$ cat src/rtl/dbgser_pkg.sv
package dbgser_pkg;
  typedef enum logic [1:0] {PH_IDLE, PH_MODE, PH_CTRL, PH_DATA} phase_e;

  typedef struct packed {
    logic startFrame;
    logic takeMode;
    logic takeCtrl;
    logic takeData;
    logic lastData;
  } strobe_t;

  localparam logic [1:0] STAT_VALID  = 2'b00;
  localparam logic [1:0] STAT_SEQERR = 2'b01;
  localparam logic [1:0] STAT_IRQ    = 2'b10;
  localparam logic [1:0] STAT_NULL   = 2'b11;
endpackage

$ cat src/rtl/dbgser_sync.sv
module dbgser_sync #(
  parameter int STAGES = 2
) (
  input  logic clk,
  input  logic rst,
  input  logic asyncIn,
  output logic syncOut
);
  logic [STAGES-1:0] chain;

  always_ff @(posedge clk) begin
    if (rst) begin
      chain <= '0;
    end else begin
      chain[0] <= asyncIn;
      for (int i = 1; i < STAGES; i++) chain[i] <= chain[i-1];
    end
  end

  assign syncOut = chain[STAGES-1];
endmodule

$ cat src/rtl/dbgser_ctrl.sv
module dbgser_ctrl
  import dbgser_pkg::*;
#(
  parameter int LONG_W  = 32,
  parameter int SHORT_W = 7
) (
  input  logic    clk,
  input  logic    rst,
  input  logic    sclkSync,
  input  logic    sdiSync,
  input  logic    modeShort,
  output strobe_t strobe,
  output logic    inFrame
);
  localparam int CNT_W = $clog2(LONG_W);
  localparam logic [CNT_W-1:0] LAST_LONG  = CNT_W'(LONG_W - 1);
  localparam logic [CNT_W-1:0] LAST_SHORT = CNT_W'(SHORT_W - 1);

  phase_e phase;
  logic [CNT_W-1:0] bitCnt;
  logic sclkPrev;
  logic edgeSeen;
  logic [CNT_W-1:0] lastIdx;

  assign edgeSeen = sclkSync & ~sclkPrev;
  assign lastIdx  = modeShort ? LAST_SHORT : LAST_LONG;
  assign inFrame  = (phase != PH_IDLE);

  always_comb begin
    strobe = '0;
    case (phase)
      PH_IDLE: strobe.startFrame = edgeSeen & sdiSync;
      PH_MODE: strobe.takeMode   = edgeSeen;
      PH_CTRL: strobe.takeCtrl   = edgeSeen;
      PH_DATA: begin
        strobe.takeData = edgeSeen;
        strobe.lastData = edgeSeen && (bitCnt == lastIdx);
      end
      default: strobe = '0;
    endcase
  end

  always_ff @(posedge clk) begin
    if (rst) begin
      phase    <= PH_IDLE;
      bitCnt   <= '0;
      sclkPrev <= 1'b0;
    end else begin
      sclkPrev <= sclkSync;
      if (strobe.startFrame) phase <= PH_MODE;
      if (strobe.takeMode)   phase <= PH_CTRL;
      if (strobe.takeCtrl) begin
        phase  <= PH_DATA;
        bitCnt <= '0;
      end
      if (strobe.takeData) bitCnt <= bitCnt + 1'b1;
      if (strobe.lastData) phase <= PH_IDLE;
    end
  end
endmodule

$ cat src/rtl/dbgser_dpath.sv
module dbgser_dpath
  import dbgser_pkg::*;
#(
  parameter int LONG_W  = 32,
  parameter int SHORT_W = 7
) (
  input  logic              clk,
  input  logic              rst,
  input  strobe_t           strobe,
  input  logic              inFrame,
  input  logic              sdiSync,
  input  logic              coreIrq,
  input  logic              rxAck,
  input  logic [LONG_W-1:0] txData,
  input  logic              txValid,
  output logic              txReady,
  output logic [LONG_W-1:0] rxData,
  output logic              rxCtrl,
  output logic              rxShort,
  output logic              rxValid,
  output logic              modeShort,
  output logic              serOut
);
  localparam int GAP = LONG_W - SHORT_W;

  logic [LONG_W-1:0] txHold, txShift, rxShift, rxNext;
  logic txFull, rxPending, frameErr, ctrlReg, outBit;
  logic [1:0] statusCode, statusNext;

  assign txReady = ~txFull;
  assign rxNext  = {sdiSync, rxShift[LONG_W-1:1]};
  assign serOut  = inFrame ? outBit : ~rxPending;

  always_comb begin
    if (rxPending)   statusNext = STAT_SEQERR;
    else if (coreIrq) statusNext = STAT_IRQ;
    else if (txFull) statusNext = STAT_VALID;
    else             statusNext = STAT_NULL;
  end

  always_ff @(posedge clk) begin
    if (rst) begin
      txHold     <= '0;
      txShift    <= '0;
      rxShift    <= '0;
      rxData     <= '0;
      txFull     <= 1'b0;
      rxPending  <= 1'b0;
      frameErr   <= 1'b0;
      ctrlReg    <= 1'b0;
      modeShort  <= 1'b0;
      outBit     <= 1'b1;
      statusCode <= STAT_NULL;
      rxCtrl     <= 1'b0;
      rxShort    <= 1'b0;
      rxValid    <= 1'b0;
    end else begin
      rxValid <= 1'b0;
      if (rxAck) rxPending <= 1'b0;

      if (strobe.startFrame) begin
        statusCode <= statusNext;
        outBit     <= statusNext[1];
        frameErr   <= rxPending;
        rxShift    <= '0;
        if (statusNext == STAT_VALID) begin
          txShift <= txHold;
          txFull  <= 1'b0;
        end else begin
          txShift <= '0;
        end
      end

      if (strobe.takeMode) begin
        modeShort <= sdiSync;
        outBit    <= statusCode[0];
      end

      if (strobe.takeCtrl) begin
        ctrlReg <= sdiSync;
        outBit  <= txShift[0];
        txShift <= txShift >> 1;
      end

      if (strobe.takeData) begin
        rxShift <= rxNext;
        if (!strobe.lastData) begin
          outBit  <= txShift[0];
          txShift <= txShift >> 1;
        end else if (!frameErr) begin
          rxData    <= modeShort ? (rxNext >> GAP) : rxNext;
          rxCtrl    <= ctrlReg;
          rxShort   <= modeShort;
          rxValid   <= 1'b1;
          rxPending <= 1'b1;
        end
      end

      if (txValid && !txFull) begin
        txHold <= txData;
        txFull <= 1'b1;
      end
    end
  end
endmodule

$ cat src/rtl/dbgser_port.sv
module dbgser_port
  import dbgser_pkg::*;
#(
  parameter int LONG_W      = 32,
  parameter int SHORT_W     = 7,
  parameter int SYNC_STAGES = 2
) (
  input  logic              clk,
  input  logic              rst,
  input  logic              serClk,
  input  logic              serIn,
  output logic              serOut,
  input  logic              coreIrq,
  output logic [LONG_W-1:0] rxData,
  output logic              rxCtrl,
  output logic              rxShort,
  output logic              rxValid,
  input  logic              rxAck,
  input  logic [LONG_W-1:0] txData,
  input  logic              txValid,
  output logic              txReady
);
  logic sclkSync, sdiSync, modeShort, inFrame;
  strobe_t strobe;

  dbgser_sync #(.STAGES(SYNC_STAGES)) u_sclk (
    .clk(clk), .rst(rst), .asyncIn(serClk), .syncOut(sclkSync));
  dbgser_sync #(.STAGES(SYNC_STAGES)) u_sdi (
    .clk(clk), .rst(rst), .asyncIn(serIn), .syncOut(sdiSync));

  dbgser_ctrl #(.LONG_W(LONG_W), .SHORT_W(SHORT_W)) u_ctrl (
    .clk(clk), .rst(rst), .sclkSync(sclkSync), .sdiSync(sdiSync),
    .modeShort(modeShort), .strobe(strobe), .inFrame(inFrame));

  dbgser_dpath #(.LONG_W(LONG_W), .SHORT_W(SHORT_W)) u_dpath (
    .clk(clk), .rst(rst), .strobe(strobe), .inFrame(inFrame),
    .sdiSync(sdiSync), .coreIrq(coreIrq), .rxAck(rxAck),
    .txData(txData), .txValid(txValid), .txReady(txReady),
    .rxData(rxData), .rxCtrl(rxCtrl), .rxShort(rxShort),
    .rxValid(rxValid), .modeShort(modeShort), .serOut(serOut));
endmodule

$ cat config.mk
export PLATFORM = sky130hd
export DESIGN_NAME = dbgser_port
export DESIGN_NICKNAME = d
export VERILOG_FILES = /design/src/rtl/dbgser_pkg.sv /design/src/rtl/dbgser_sync.sv /design/src/rtl/dbgser_ctrl.sv /design/src/rtl/dbgser_dpath.sv /design/src/rtl/dbgser_port.sv
export SDC_FILE = /design/constraint.sdc
export NUM_CORES = 1
export LEC_CHECK = 0
export CAP_MARGIN = 20
export CORE_ASPECT_RATIO = 1.2
export CORE_MARGIN = 2
export CORE_UTILIZATION = 52
export CTS_BUF_LIST = sky130_fd_sc_hd__clkbuf_4 sky130_fd_sc_hd__clkbuf_8
export DETAILED_ROUTE_END_ITERATION = 8
export PLACE_DENSITY_LB_ADDON = 0.12
export SLEW_MARGIN = 10
export SYNTH_ARGS = -nofsm -noshare
export SYNTH_HDL_FRONTEND = slang
export SYNTH_SLANG_ARGS = --single-unit
$ cat constraint.sdc
create_clock -name clk -period 1.79 [get_ports clk]
set_input_delay 0.358 -clock clk [delete_from_list [all_inputs] [get_ports clk]]
set_output_delay 0.358 -clock clk [all_outputs]
set_load 0.02 [all_outputs]
* Word-level counts from Yosys, hierarchy flattened
Index checks and enable logic that the tools add are counted.
Storage, ports and cells: output and inout port bits 37, input port bits 39, word-level logic and storage cells 82, flip-flop bits (word level) 150
Cells by class: multiplexer cells 35, add/subtract/negate cells 1, reductions and logical operators 15, bitwise logic cells 8, equality and inequality tests 4
Operators by type and width (count):
- $mux W32 | 8
- $mux W1 | 17
- $mux W5 | 3
- $mux W2 | 7
- $reduce_bool A2 Y1 | 5
- $not A1 Y1 | 6
- $add A5 B1 Y5 const B | 1
- $eq A5 B5 Y1 | 1
- $eq A2 B2 Y1 const B | 2
- $logic_not A2 Y1 | 2
- $reduce_and A3 Y1 | 1
- $reduce_bool A3 Y1 | 1
- $reduce_or A3 Y1 | 1
- $and A1 B1 Y1 | 2
- $eq A2 B1 Y1 const B | 1
- $logic_and A1 B1 Y1 | 2
- $reduce_and A2 Y1 | 1
- $reduce_or A2 Y1 | 1
- $logic_not A1 Y1 | 1

* Depth between registers and ports, before layout
depth in word-level cells 9, gate-level depth with buffers 8, mapped depth without buffers 5

* Cells and area by module
From an unflattened synthesis, not the netlist that was laid out.
Second synthesis, totals: cell total of the unflattened synthesis 708, area, all modules 6165.9 um^2
By module, submodules not included:
- dbgser_dpath | seq. area each 2742.6 um^2, cells an instance 646, instances 1, area an instance 5595.4 um^2
- dbgser_ctrl | seq. area each 160.2 um^2, cells an instance 54, instances 1, area an instance 465.4 um^2
- dbgser_sync | seq. area each 40.0 um^2, cells an instance 4, instances 2, area an instance 52.6 um^2

* Worst setup path after synthesis
OpenSTA, ideal clock, no wires.
kind reg2reg, start reg u_dpath.modeShort, end reg u_dpath.rxData[22], buffers on the path 4, period minus slack after synthesis 1.989 ns, data arrival time 1.855 ns, slack -0.199 ns, library setup time 0.133 ns, data required time 1.657 ns, stages on the path, launching flop included 9, path through dfxtp_1 buf_6 or4b_1 buf_6 a2111o_1 clkbuf_1 buf_2 nand2_1 a21oi_2
On the way: cells in the longest elaborated chain, start to end 5, elaborated cells between the ends (all ways) 6, classes of those cells 1 x eq/ne; 3 x mux; 2 x reduce/logical
Ends and longest elaborated chain:
- from (decl) | line dbgser_dpath.sv:21 | output logic modeShort,
- from (signal assigned) | line dbgser_dpath.sv:75 | modeShort <= sdiSync;
- $mux W5 | line dbgser_ctrl.sv:26 | assign lastIdx = modeShort ? LAST_SHORT : LAST_LONG;
- $eq A5 B5 Y1 | line dbgser_ctrl.sv:37 | strobe.lastData = edgeSeen && (bitCnt == lastIdx);
- $logic_and A1 B1 Y1 | line dbgser_ctrl.sv:37
- $mux W2 | line dbgser_ctrl.sv:31 | case (phase)
- $reduce_and A3 Y1 (no line)
- to (signal assigned) | line dbgser_dpath.sv:91 | rxData <= modeShort ? (rxNext >> GAP) : rxNext;
- to (decl) | line dbgser_dpath.sv:17 | output logic [LONG_W-1:0] rxData,
Parallel ways exist; a longest one is shown, timed or not. A chain may end at the register's enable or synchronous reset.

* Final worst setup path
start reg u_ctrl.bitCnt[3], end reg u_dpath.outBit
On the way: cells in the longest elaborated chain, start to end 5
Ends and longest elaborated chain:
- from (decl) | line dbgser_ctrl.sv:20 | logic [CNT_W-1:0] bitCnt;
- from (signal assigned) | line dbgser_ctrl.sv:56 | if (strobe.takeData) bitCnt <= bitCnt + 1'b1;
- $eq A5 B5 Y1 | line dbgser_ctrl.sv:37
- $logic_and A1 B1 Y1 | line dbgser_ctrl.sv:37
- $mux W2 | line dbgser_ctrl.sv:31
- $mux W1 | line dbgser_dpath.sv:87 | if (!strobe.lastData) begin
- $mux W1 | line dbgser_dpath.sv:85 | if (strobe.takeData) begin
- to (signal assigned) | line dbgser_dpath.sv:76 | outBit <= statusCode[0];
- to (signal assigned) | line dbgser_dpath.sv:81 | outBit <= txShift[0];
- to (signal assigned) | line dbgser_dpath.sv:88 | outBit <= txShift[0];
- to (decl) | line dbgser_dpath.sv:27 | logic txFull, rxPending, frameErr, ctrlReg, outBit;
No other way between the ends.

==> results.md <==
- Setup WS post-layout: -98.5 ps
- First-pass GRT wire length: 23.9 mm
- Area growth, synth to finish: 28.0%
- Clock buffer count from CTS: 17
- GP Congestion: 0.778
- Syn_area_per_cell: 8.40 um^2
- Synth warn: 0
- Asr flop ratio synth: 0
- Clock latency at the later pin of the worst-skew pair: 440 ps
- Critical Path RT: 2140 ps
- Mapped cell area: 0.00609 mm^2
- Drt first pass iters: 5
- CORE AREA: 0.0115 mm^2
- Drt total wl: 14.2 mm
- Root Buffer: clkbuf_8
- Synth top area cells: dfxtp_1 49%, a21oi_1 11%, nand2_1 8.3%
- Placed Cells incl. Taps: 926
- Power per cell area: 846 mW/mm^2
- Initial DRC count: 219
- WHS: 423 ps
- Largest area contributor in the netlist: dfxtp_1
- Reg clk slew, reported paths: 80 ps
- Top achievable clock speed: 0.530 GHz
- GRT Resource Usage Total: 0.237
- Die Y: 123 um
- Chip width: 103 um
- Max_cap viols: 0
- I/O pin count: 76
- Unrepaired setup endpoints after global routing: true
- Final setup vio count: 58
- Avg Vias per Cell: 5.66
- Slowest stage delay, CP: 610 ps
- Rel. slew slack: 0.597
- Post-Place Setup Slack: -101 ps
- Vias in the first global route: 5195
- Worst VDD drop: 617 uV
- Lkg Pwr: 2.90 nW
- Placed Area: 0.00722 mm^2
- Hold depth: 2
- # rows: 43
- Finished Layout Cells: 964
- Run status: complete, but fails checks
- Starting Density: 0.529
- CP endpoint kind: flip-flop
- Number of diodes: 0
- Worst slew pin tran: 604 ps
- Hold Crit Class: in2reg
- Worst EP arrival: 2240 ps
- CTS HTree Levels: 4
- CP cell instances: or4b_4 > a211oi_4 > buf_6 > buf_12 > nor2_1 > o31ai_1
- Final Max Slew Viols: 0
- Clk sinks: 149
- FF+latch count, synth: 149
- Worst setup SP type: flip-flop
- Mapped Nets: 765
- Fin crit period: 1890 ps
- Mapped Cells: 725
- Avg WL per Cell: 14.8 um
- Crit-path max FO: 10
- Critical path's slowest cell: or4b_4
- Setup CP Type: reg2reg
- Layout Skew: 10.2 ps
- Routed Antenna Nets: 0
- Final core utilization: 0.677
- Yosys top cell area share: 0.490
- Fin nets: 834
- DP Wirelength: 9.17 mm
- Number of flops mapped to enable cells by yosys: 0
- Vias: 5454
- Unique masters post-synth: 40
- Total grt overflow: 0
- CTS hold repair buffers: 0
- Final cycle utilization of the critical path: 1.06
- Final hold vios: 0
- Failing checks: negative setup slack
- Proportion of layout cells with a drive suffix above 1: 0.129
- Die ar.: 0.0126 mm^2
- Worst-case reg-to-reg path depth: 6
- Pin count of the biggest net entering global routing: 50
- Fin area: 0.00780 mm^2
- Leading cell types by count after synthesis: 149 x dfxtp_1, 135 x nand2_1, 128 x a21oi_1
- CTS tree: built
- Longest Clk Path Bufs: 2
- TNS Setup: -1770 ps
- Residual DRC: 0
- Buffers on Ports: 75
- Total power: 6.60 mW
- Most common cell in the netlist: dfxtp_1
- Initial antenna violation count: 0
- Register area share after synthesis: 0.490
- Prevailing post-synth register cell: dfxtp_1
## logic make-up after synthesis
logic type      synth area share
buf+inv                   0.0540
fa+ha+maj                0.00205
flops                      0.490
simple gates               0.255
mux                       0.0115
compound gates             0.187
## power by group
| part | total (mW) | internal, mW | switching, mW |
|---|---|---|---|
| Clock | 2.85 | 1.55 | 1.30 |
| Combinational | 0.352 | 0.169 | 0.183 |
| Sequential | 3.39 | 3.36 | 0.0288 |
## sequential cells by signal, summed over array words and instances, names as in the netlist, 2 cells and up
name / count
u_ctrl.bitCnt: 5
u_ctrl.phase: 2
u_dpath.rxData: 32
u_dpath.rxShift: 31
u_dpath.txHold: 32
u_dpath.txShift: 32
u_sclk.chain: 2
u_sdi.chain: 2
## final timing paths
kind,start,end,slack (ps)
max,u_ctrl.bitCnt[3],u_dpath.outBit,-100
min,rst,u_ctrl.bitCnt[0],420
max reg2reg,u_ctrl.bitCnt[3],u_dpath.outBit,-100
min reg2reg,u_dpath.rxData[14],u_dpath.rxData[14],450
## layout by cell type, fill, tap and decap left out, types with 3 or more instances in the layout
| cell type | count |
|---|---|
| dfxtp_1 | 148 |
| nand2_1 | 134 |
| a21oi_1 | 125 |
| clkdlybuf4s50_1 | 54 |
| nand3_1 | 37 |
| nor3_1 | 35 |
| a211oi_1 | 35 |
| and4_1 | 31 |
| buf_4 | 31 |
| nand3b_1 | 26 |
| clkbuf_8 | 17 |
| nor2_1 | 16 |
| dlymetal6s2s_1 | 16 |
| buf_12 | 11 |
| nor2b_1 | 9 |
| a21oi_2 | 7 |
| mux2i_1 | 7 |
| buf_6 | 7 |
| a211oi_2 | 4 |
| bufinv_16 | 4 |
| o21ai_1 | 3 |
| inv_6 | 3 |
| clkinvlp_4 | 3 |
| clkinv_4 | 3 |
| dlygate4sd2_1 | 3 |
## worst max-delay path: cells and delay by family, from the launching register on
kind	cells	cell delay, ps
DFF	1	310
and+or+nand+nor	2	670
AOI/OAI and AO/OA	2	550
buffers and inverters	2	290
## layout make-up
cell class | instances | area (um^2)
timing repair buffer | 123 | 1330
sequential | 149 | 2980
clock buffer | 18 | 241
inverter | 3 | 11.3
multi-input combinational | 500 | 2840
tap | 157 | 196
fill | 978 | 3720
clock inverter | 14 | 200
## layer usage
metal	global-route usage	vias up	share of wire
li1	-	2699	-
met1	0.285	2597	0.43
met2	0.420	142	0.52
met3	0.0438	16	0.039
met4	0.0814	0	0.012
met5	0	-	0
## timing repair
item,in CTS,in global routing
gates cloned,2,0
setup buffers,4,0
gates resized for setup,15,21
pin swaps,14,32
setup endpoints to repair,70,86
Note: power is estimated with default switching activity, not from simulation.
